[config.mk]
export PLATFORM = sky130hd
export DESIGN_NAME = insn_classify
export DESIGN_NICKNAME = d
export VERILOG_FILES = /design/src/rtl/insn_pkg.sv /design/src/rtl/insn_fields.sv /design/src/rtl/insn_decode.sv /design/src/rtl/insn_out_stage.sv /design/src/rtl/insn_classify.sv
export SDC_FILE = /design/constraint.sdc
export NUM_CORES = 1
export LEC_CHECK = 0
export CORE_ASPECT_RATIO = 0.8
export CORE_MARGIN = 2
export CORE_UTILIZATION = 44
export DETAILED_ROUTE_END_ITERATION = 7
export DONT_BUFFER_PORTS = 1
export PLACE_DENSITY = 0.61
export SYNTH_ARGS = -nofsm -noshare
export SYNTH_HDL_FRONTEND = slang
export SYNTH_HIERARCHICAL = 1
export SYNTH_SLANG_ARGS = --single-unit
[constraint.sdc]
create_clock -name clk_i -period 1.95 [get_ports clk_i]
set_clock_uncertainty 0.15 [all_clocks]
set_input_delay 0.39 -clock clk_i [delete_from_list [all_inputs] [get_ports clk_i]]
set_output_delay 0.39 -clock clk_i [all_outputs]
set_load 0.01 [all_outputs]
[src/rtl/insn_pkg.sv]
`timescale 1ns/1ps
package insn_pkg;
  localparam int WORD_W = 32;
  localparam int OP_W   = 6;
  localparam int REG_W  = 5;
  localparam int IMM_W  = 16;
  localparam int TAG_W  = 10;
  localparam int NCLASS = 10;
  localparam int CAUSE_W = 3;
  localparam int COP_W  = 2;

  localparam logic [OP_W-1:0] OP_SPC  = 6'h00;
  localparam logic [OP_W-1:0] OP_RIMM = 6'h01;
  localparam logic [OP_W-1:0] OP_CP0  = 6'h10;
  localparam logic [OP_W-1:0] OP_SPC2 = 6'h1C;

  typedef enum logic [3:0] {
    CL_ALU_IMM = 4'd0, CL_ALU_REG = 4'd1, CL_MULDIV = 4'd2, CL_HILO = 4'd3,
    CL_BRANCH  = 4'd4, CL_TRAP    = 4'd5, CL_LDST   = 4'd6, CL_CP0  = 4'd7,
    CL_NOP     = 4'd8, CL_EXC     = 4'd9
  } cls_e;

  typedef enum logic [CAUSE_W-1:0] {
    CS_NONE = 3'd0, CS_RSVD = 3'd1, CS_SYSCALL = 3'd2, CS_BREAK = 3'd3, CS_COPU = 3'd4
  } cause_e;

  typedef struct packed {
    cls_e             cls;
    cause_e           cause;
    logic [COP_W-1:0] cop;
  } dec_t;

  typedef struct packed {
    logic [TAG_W-1:0]   tag;
    logic [NCLASS-1:0]  cls_oh;
    logic [CAUSE_W-1:0] cause;
    logic [COP_W-1:0]   cop;
    logic [OP_W-1:0]    op;
    logic [REG_W-1:0]   rs;
    logic [REG_W-1:0]   rt;
    logic [REG_W-1:0]   rd;
    logic [REG_W-1:0]   sa;
    logic [OP_W-1:0]    funct;
    logic [WORD_W-1:0]  imm;
  } out_t;
endpackage

[src/rtl/insn_fields.sv]
`timescale 1ns/1ps
module insn_fields
  import insn_pkg::*;
(
  input  logic [WORD_W-1:0] insn_i,
  output logic [OP_W-1:0]   op_o,
  output logic [REG_W-1:0]  rs_o,
  output logic [REG_W-1:0]  rt_o,
  output logic [REG_W-1:0]  rd_o,
  output logic [REG_W-1:0]  sa_o,
  output logic [OP_W-1:0]   funct_o,
  output logic [WORD_W-1:0] imm_o,
  output logic [TAG_W-1:0]  tag_o
);
  localparam int FN_PAD = TAG_W - 2 - OP_W;
  localparam int RT_PAD = TAG_W - 2 - REG_W;

  assign op_o    = insn_i[31:26];
  assign rs_o    = insn_i[25:21];
  assign rt_o    = insn_i[20:16];
  assign rd_o    = insn_i[15:11];
  assign sa_o    = insn_i[10:6];
  assign funct_o = insn_i[5:0];
  assign imm_o   = {{(WORD_W-IMM_W){insn_i[IMM_W-1]}}, insn_i[IMM_W-1:0]};

  // secondary spaces get a 2-bit space tag above the sub-code
  always_comb begin
    case (op_o)
      OP_SPC:  tag_o = {2'd1, {FN_PAD{1'b0}}, funct_o};
      OP_SPC2: tag_o = {2'd2, {FN_PAD{1'b0}}, funct_o};
      OP_RIMM: tag_o = {2'd3, {RT_PAD{1'b0}}, rt_o};
      default: tag_o = {{(TAG_W-OP_W){1'b0}}, op_o};
    endcase
  end
endmodule

[src/rtl/insn_decode.sv]
`timescale 1ns/1ps
module insn_decode
  import insn_pkg::*;
(
  input  logic [OP_W-1:0]  op_i,
  input  logic [REG_W-1:0] rs_i,
  input  logic [REG_W-1:0] rt_i,
  input  logic [REG_W-1:0] rd_i,
  input  logic [OP_W-1:0]  funct_i,
  output dec_t             dec_o
);
  function automatic dec_t mk(input cls_e c, input cause_e e, input logic [COP_W-1:0] n);
    dec_t d;
    d.cls   = c;
    d.cause = e;
    d.cop   = n;
    return d;
  endfunction

  function automatic dec_t ok(input cls_e c);
    return mk(c, CS_NONE, '0);
  endfunction

  function automatic dec_t dec_spc(input logic [OP_W-1:0] f, input logic rd0);
    dec_t d;
    d = mk(CL_EXC, CS_RSVD, '0);
    case (f) inside
      6'h00, 6'h02, 6'h03:                   d = rd0 ? ok(CL_NOP) : ok(CL_ALU_IMM);
      6'h04, 6'h06, 6'h07, 6'h0A, 6'h0B,
      6'h21, 6'h23, [6'h24:6'h27],
      6'h2A, 6'h2B:                          d = rd0 ? ok(CL_NOP) : ok(CL_ALU_REG);
      6'h20, 6'h22:                          d = ok(CL_ALU_REG); // overflow must still trap
      [6'h18:6'h1B]:                         d = ok(CL_MULDIV);
      6'h10, 6'h12:                          d = rd0 ? ok(CL_NOP) : ok(CL_HILO);
      6'h11, 6'h13:                          d = ok(CL_HILO);
      6'h08, 6'h09:                          d = ok(CL_BRANCH);
      [6'h30:6'h34], 6'h36:                  d = ok(CL_TRAP);
      6'h0C:                                 d = mk(CL_EXC, CS_SYSCALL, '0);
      6'h0D:                                 d = mk(CL_EXC, CS_BREAK, '0);
      6'h0F:                                 d = ok(CL_NOP);
      6'h01:                                 d = mk(CL_EXC, CS_COPU, 2'd1);
      default:                               d = mk(CL_EXC, CS_RSVD, '0);
    endcase
    return d;
  endfunction

  function automatic dec_t dec_spc2(input logic [OP_W-1:0] f, input logic rd0);
    dec_t d;
    case (f) inside
      6'h00, 6'h01, 6'h04, 6'h05: d = ok(CL_MULDIV);
      6'h02, 6'h20, 6'h21:        d = rd0 ? ok(CL_NOP) : ok(CL_ALU_REG);
      6'h3F:                      d = mk(CL_EXC, CS_BREAK, '0);
      default:                    d = mk(CL_EXC, CS_RSVD, '0);
    endcase
    return d;
  endfunction

  function automatic dec_t dec_rimm(input logic [REG_W-1:0] r);
    dec_t d;
    case (r) inside
      [5'h00:5'h03], [5'h10:5'h13]: d = ok(CL_BRANCH);
      [5'h08:5'h0C], 5'h0E:         d = ok(CL_TRAP);
      default:                      d = mk(CL_EXC, CS_RSVD, '0);
    endcase
    return d;
  endfunction

  function automatic dec_t dec_cp0(input logic [REG_W-1:0] s, input logic [OP_W-1:0] f);
    dec_t d;
    d = mk(CL_EXC, CS_RSVD, '0);
    if (s == 5'h00 || s == 5'h04) d = ok(CL_CP0);
    else if (s[REG_W-1] && (f inside {6'h01, 6'h02, 6'h06, 6'h08, 6'h18, 6'h1F, 6'h20}))
      d = ok(CL_CP0);
    return d;
  endfunction

  always_comb begin
    case (op_i) inside
      OP_SPC:                          dec_o = dec_spc(funct_i, rd_i == '0);
      OP_SPC2:                         dec_o = dec_spc2(funct_i, rd_i == '0);
      OP_RIMM:                         dec_o = dec_rimm(rt_i);
      OP_CP0:                          dec_o = dec_cp0(rs_i, funct_i);
      [6'h02:6'h07]:                   dec_o = ok(CL_BRANCH);
      6'h08:                           dec_o = ok(CL_ALU_IMM);
      [6'h09:6'h0F]:                   dec_o = (rt_i == '0) ? ok(CL_NOP) : ok(CL_ALU_IMM);
      [6'h20:6'h26], [6'h28:6'h2B],
      6'h2E:                           dec_o = ok(CL_LDST);
      6'h2F, 6'h33:                    dec_o = ok(CL_NOP);
      6'h11, 6'h31, 6'h35, 6'h39, 6'h3D: dec_o = mk(CL_EXC, CS_COPU, 2'd1);
      6'h12, 6'h32, 6'h36, 6'h3A, 6'h3E: dec_o = mk(CL_EXC, CS_COPU, 2'd2);
      6'h13:                           dec_o = mk(CL_EXC, CS_COPU, 2'd3);
      default:                         dec_o = mk(CL_EXC, CS_RSVD, '0);
    endcase
  end
endmodule

[src/rtl/insn_out_stage.sv]
`timescale 1ns/1ps
module insn_out_stage #(
  parameter int           W   = 8,
  parameter bit           REG = 1'b1,
  parameter logic [W-1:0] RST = '0
) (
  input  logic         clk_i,
  input  logic         rst_ni,
  input  logic [W-1:0] d_i,
  output logic [W-1:0] q_o
);
  if (REG) begin : g_reg
    always_ff @(posedge clk_i or negedge rst_ni) begin
      if (!rst_ni) q_o <= RST;
      else         q_o <= d_i;
    end

    AST_STAGE_DELAY: assert property (@(posedge clk_i) disable iff (!rst_ni)
      $past(rst_ni) |-> q_o == $past(d_i));
  end else begin : g_bypass
    assign q_o = d_i;
  end
endmodule

[src/rtl/insn_classify.sv]
`timescale 1ns/1ps
module insn_classify
  import insn_pkg::*;
#(
  parameter bit OUT_REG = 1'b1
) (
  input  logic                clk_i,
  input  logic                rst_ni,
  input  logic [WORD_W-1:0]   insn_i,
  output logic [OP_W-1:0]     op_o,
  output logic [REG_W-1:0]    rs_o,
  output logic [REG_W-1:0]    rt_o,
  output logic [REG_W-1:0]    rd_o,
  output logic [REG_W-1:0]    sa_o,
  output logic [OP_W-1:0]     funct_o,
  output logic [WORD_W-1:0]   imm_o,
  output logic [TAG_W-1:0]    tag_o,
  output logic [NCLASS-1:0]   class_o,
  output logic [CAUSE_W-1:0]  cause_o,
  output logic [COP_W-1:0]    cop_num_o
);
  localparam int OUT_W = $bits(out_t);

  function automatic out_t rst_val();
    out_t r;
    r = '0;
    r.cls_oh[CL_NOP] = 1'b1;
    return r;
  endfunction
  localparam out_t OUT_RST = rst_val();

  logic [OP_W-1:0]   f_op, f_funct;
  logic [REG_W-1:0]  f_rs, f_rt, f_rd, f_sa;
  logic [WORD_W-1:0] f_imm;
  logic [TAG_W-1:0]  f_tag;
  dec_t              dec;
  logic [NCLASS-1:0] cls_oh;
  out_t              nxt, cur;

  insn_fields u_fields (
    .insn_i (insn_i), .op_o (f_op), .rs_o (f_rs), .rt_o (f_rt), .rd_o (f_rd),
    .sa_o (f_sa), .funct_o (f_funct), .imm_o (f_imm), .tag_o (f_tag)
  );

  insn_decode u_decode (
    .op_i (f_op), .rs_i (f_rs), .rt_i (f_rt), .rd_i (f_rd), .funct_i (f_funct), .dec_o (dec)
  );

  always_comb begin
    cls_oh = '0;
    cls_oh[dec.cls] = 1'b1;
  end

  always_comb begin
    nxt.tag    = f_tag;
    nxt.cls_oh = cls_oh;
    nxt.cause  = dec.cause;
    nxt.cop    = dec.cop;
    nxt.op     = f_op;
    nxt.rs     = f_rs;
    nxt.rt     = f_rt;
    nxt.rd     = f_rd;
    nxt.sa     = f_sa;
    nxt.funct  = f_funct;
    nxt.imm    = f_imm;
  end

  insn_out_stage #(.W(OUT_W), .REG(OUT_REG), .RST(OUT_RST)) u_stage (
    .clk_i (clk_i), .rst_ni (rst_ni), .d_i (nxt), .q_o (cur)
  );

  assign tag_o     = cur.tag;
  assign class_o   = cur.cls_oh;
  assign cause_o   = cur.cause;
  assign cop_num_o = cur.cop;
  assign op_o      = cur.op;
  assign rs_o      = cur.rs;
  assign rt_o      = cur.rt;
  assign rd_o      = cur.rd;
  assign sa_o      = cur.sa;
  assign funct_o   = cur.funct;
  assign imm_o     = cur.imm;

  AST_CLASS_ONEHOT: assert property (@(posedge clk_i) disable iff (!rst_ni)
    $countones(class_o) == 1);
  AST_EXC_CAUSE: assert property (@(posedge clk_i) disable iff (!rst_ni)
    class_o[CL_EXC] == (cause_o != CS_NONE));
  AST_COP_ZERO: assert property (@(posedge clk_i) disable iff (!rst_ni)
    cause_o != CS_COPU |-> cop_num_o == '0);

  if (OUT_REG) begin : g_timed_chk
    AST_SYSCALL: assert property (@(posedge clk_i) disable iff (!rst_ni)
      insn_i[31:26] == OP_SPC && insn_i[5:0] == 6'h0C |=> cause_o == CS_SYSCALL);
    AST_RIMM_TAG: assert property (@(posedge clk_i) disable iff (!rst_ni)
      insn_i[31:26] == OP_RIMM |=> tag_o == {2'd3, 3'd0, $past(insn_i[20:16])});
    AST_LOAD_RT0: assert property (@(posedge clk_i) disable iff (!rst_ni)
      insn_i[31:26] == 6'h23 |=> class_o[CL_LDST]);
  end
endmodule

Yosys cells after proc, flatten, opt, wreduce, memory -nomap -nowiden
Index checks and enable logic that the tools add are counted.
- output and inout bits: 89
- input bits: 34
- register bits: 89
- logic and storage cells: 143
- equal/unequal tests: 48
- muxes and demuxes: 38
- reduce and logical (&&, ||, !) cells: 34
- order comparisons: 22
- operators by type and width (cell ; count):
    $mux 9 ; 31
    $eq 6x6->1 const B ; 19
    $eq 6x5->1 const B ; 11
    $eq 6x4->1 const B ; 8
    $pmux 10 s3 ; 1
    $eq 6x3->1 const B ; 4
    $ge 6x6->1 const B ; 4
    $le 6x6->1 const B ; 4
    $reduce_or 2->1 ; 8
    $logic_not 5->1 ; 3
    $eq 6x1->1 const B ; 2
    $eq 6x2->1 const B ; 2
    $logic_and 1x1->1 ; 12
    $logic_not 6->1 ; 2
    $mux 5 ; 2
    $reduce_or 10->1 ; 1
    $reduce_or 5->1 ; 2
    $reduce_or 3->1 ; 3
    $reduce_bool 7->1 ; 1
    $ge 6x2->1 const B ; 1
    $ge 6x4->1 const B ; 1
    $ge 6x5->1 const B ; 1
    $le 6x3->1 const B ; 1
    $le 6x4->1 const B ; 1
    other kinds (17) ; 17

Longest topological paths before layout
- depth in word-level cells: 18
- mapped depth: 10
- gate-level depth less buffers: 6

By module
The synthesis kept the hierarchy.
- modules (own cells, without submodules) (module ; cells each ; area an instance (um^2) ; sequential area each (um^2) ; times used):
    insn_out_stage ; 89 ; 2228.4 ; 2228.4 ; 1
    insn_decode ; 171 ; 1044.8 ; 0.0 ; 1
    insn_fields ; 90 ; 671.9 ; 0.0 ; 1
    insn_classify ; 14 ; 198.9 ; 0.0 ; 1

Worst setup path after synthesis
OpenSTA, ideal clock, no wires.
- path type: input to register
- start: input port insn_i[5]
- end: register u_stage.q_o[75]
- stages: 9
- arrival: 2.255 ns
- setup slack: -0.550 ns
- data required time: 1.705 ns
- cell sequence: buf_4 buf_2 or4_4 nor4b_4 a221oi_4 o221ai_2 a2bb2oi_1 buf_4 nor4bb_4
- RTL lines (element ; RTL line ; RTL):
    from (decl) ; insn_classify.sv:9 ; input logic [WORD_W-1:0] insn_i,
    to (signal assigned) ; insn_out_stage.sv:15 ; else q_o <= d_i;
    to (decl) ; insn_out_stage.sv:10 ; output logic [W-1:0] q_o

==> metrics.yaml <==
relSlewSlack_pct: 64.0
gp_congestion: 0.811
path_clk_slew_ns: 0.06
largestRegisters: "u_stage/q_o: 89 flops"
wl_per_cell_um: 18.6
die_w_um: 113
holdBufCountCts: 32
netlist_instances: 364
post-route-period-util_pct: 102
status: "finished with violations"
grt_pass1_vias: 2547
grt_util_all_layers_pct: 17.3
fillers: 796
cts_root_buf: "clkbuf_16"
synth_area_um2: 4140
synth_fa_ha_area_share_pct: 0
postRouteAntennaNets: 0
layout_common_cells: "dfrtp_1 (88), dlygate4sd3_1 (32), buf_4 (24)"
busiest_layer: "met1"
synthMuxAreaShare_pct: 0.483
synthSimpleGateAreaFrac_pct: 17.4
whs_ns: -0.399
cts_tree: "built"
antenna_found_initial: 0
synth_xor_xnor_area_share_pct: 0.211
synth_edf_count: 0
max_stage_delay_ns: 0.52
synthArstFlopShare_pct: 100
peakVddDrop_mv: 0.594
final_util_pct: 49.8
grt_max_degree: 90
layoutNonFillerInstCount: 465
synth_area_leaders: "dfrtp_1 (53%), buf_4 (12%), nor4b_2 (1.8%), nor3_1 (1.7%), o211ai_1 (1.6%)"
cts_made_buffers: 9
grtUsageMet3_pct: 7.32
setup_ws_ns: -0.0297
dp_hpwl_mm: 5.15
cp_slowest_cell: "or4_4"
clock.fmax_ghz: 0.505
arrival_ns: 2.07
place_area_um2: 3850
hp-class: "in -> async"
p_per_area_nw_per_um2: 890
tightestPinTransition_ns: 0.539
htree_levels: 3
worstPathMaxFanout: 24
diodes: 0
synth_top_area_share_pct: 53.1
start_util_pct: 45.5
post-route-drc-count: 0
end_kind: "flop"
synth-seq-cells: 89
portBuffers: 0
fin_area_um2: 4540
num_vias: 2581
wl_mm: 8.63
slew_violations: 0
synthDistinctLibCells: 65
ys_seq_area_share_pct: 53.8
drt_iter0_drc: 175
hold_viol: 89
met2_usage_pct: 24.3
die_area_um2: 10200
via_per_inst: 5.55
critPathLaunchType: "input pin"
dp.cells: 415
synth_compound_area_share_pct: 12.4
drive_above_1_share_pct: 19.4
firstDrtPassIters: 4
setup_tns_ns: -0.0782
final_common_cell: "dfrtp_1"
critical_path.top_delay_family: "simple AND/OR/NAND/NOR gates"
grt_pass1_wl_mm: 13.9
ios: 123
synth.avg_cell_area_um2: 11.4
synth_top_family_by_area: "simple AND/OR/NAND/NOR gates"
clock-sinks: 89
post-route-min-period_ns: 1.98
dpl_worst_slack_ns: -0.445
crit_required_ns: 2.04
fin_nets: 379
largest_reg_flops: 89
grt_remaining_overflow: 0
cp.buffers_inverters: 1
top_register: "u_stage/q_o"
num_rows: 31
synth_top_flop_cell: "dfrtp_1"
leakage_nw: 1.90
power_mw: 4.04
met1_usage_pct: 24.4
ys_warn_count: 6
cts_buffer_depth: 2
crit_type: "in -> reg"
area_growth_pct: 9.54
crit_chain: "or4_4 -> nor4b_4 -> a221oi_4 -> o221ai_2 -> a2bb2oi_2 -> buf_6 -> nor4bb_4"
coreArea_um2: 9110
max_cap_viol_count: 0
violations: "hold timing, setup timing"
setup_viol: 5
chipHeight_um: 90.8
yosys.area.top_type: "dfrtp_1"
rsz0062_at_grt: "yes"
## synth_stat cells, types with 3 or more instances
| library cell | instances |
|---|---|
| dfrtp_1 | 88 |
| buf_4 | 67 |
| nand2_1 | 16 |
| nor2_1 | 16 |
| nor3_1 | 14 |
| clkbuf_1 | 13 |
| a21oi_1 | 12 |
| nand3_1 | 9 |
| o211ai_1 | 9 |
| inv_1 | 8 |
| o21ai_0 | 7 |
| nand2b_1 | 6 |
| nor2b_1 | 6 |
| nor4b_2 | 5 |
| a221o_1 | 4 |
| a31oi_1 | 4 |
| buf_2 | 4 |
| buf_6 | 4 |
| nor4_1 | 4 |
| a21o_1 | 3 |
| and2_1 | 3 |
| nand4_1 | 3 |
| o221ai_1 | 3 |
| or3_1 | 3 |
## layer usage
metal | vias to the layer above | routed length (um) | share of wire [%]
li1 | 1186 | - | -
met2 | 126 | 3800 | 44
met1 | 1262 | 4030 | 47
met3 | 7 | 721 | 8.4
met5 | - | 0 | 0
met4 | 0 | 75 | 0.87
## area by class of cell
| type | count | area, um2 | area share, % |
|---|---|---|---|
| Timing Repair Buffer | 58 | 517 | 11.4 |
| Clock inverter | 7 | 76.3 | 1.68 |
| Multi-Input combinational cell | 179 | 1320 | 29.1 |
| Sequential cell | 89 | 2230 | 49.1 |
| Clock buffer | 9 | 225 | 4.96 |
| Inverter | 8 | 30.0 | 0.662 |
| Tap cell | 115 | 144 | 3.17 |
## timing repair
| action | CTS | global route |
|---|---|---|
| gates cloned | 1 | 0 |
| setup endpoints to repair | 9 | 10 |
| resized for setup | 3 | 6 |
| hold endpoints to repair | 155 | 89 |
| pin swaps | 2 | 2 |
| setup buffers | 1 | 0 |
## power by group
part | leakage (nW) | total [mW] | internal, mW | switching [mW]
clock | 0.142 | 1.69 | 1.00 | 0.695
combinational | 0.695 | 0.314 | 0.177 | 0.138
sequential | 1.07 | 2.03 | 1.94 | 0.0888
total | 1.90 | 4.04 | 3.12 | 0.921
## worst max path at each step
stage | startpoint | to | slack [ns] | cells past startpoint
global placement | insn_i[4] | u_stage/q_o[75] | -0.40 | 7
floorplan | insn_i[5] | u_stage/q_o[75] | -0.53 | 9
CTS | insn_i[4] | u_stage/q_o[75] | -0.02 | 7
finish | insn_i[4] | u_stage/q_o[75] | -0.03 | 7
global route | insn_i[4] | u_stage/q_o[75] | -0.10 | 7
detailed placement | insn_i[4] | u_stage/q_o[75] | -0.44 | 7
## cell families after synthesis
group                     after synthesis
buffers and inverters                  97
xor gates and xnor gates                1
muxes                                   2
AOI/OAI and AO/OA                      66
DFF                                    89
other                                   1
and+or+nand+nor                       108
Note: power is estimated with default switching activity, not from simulation.
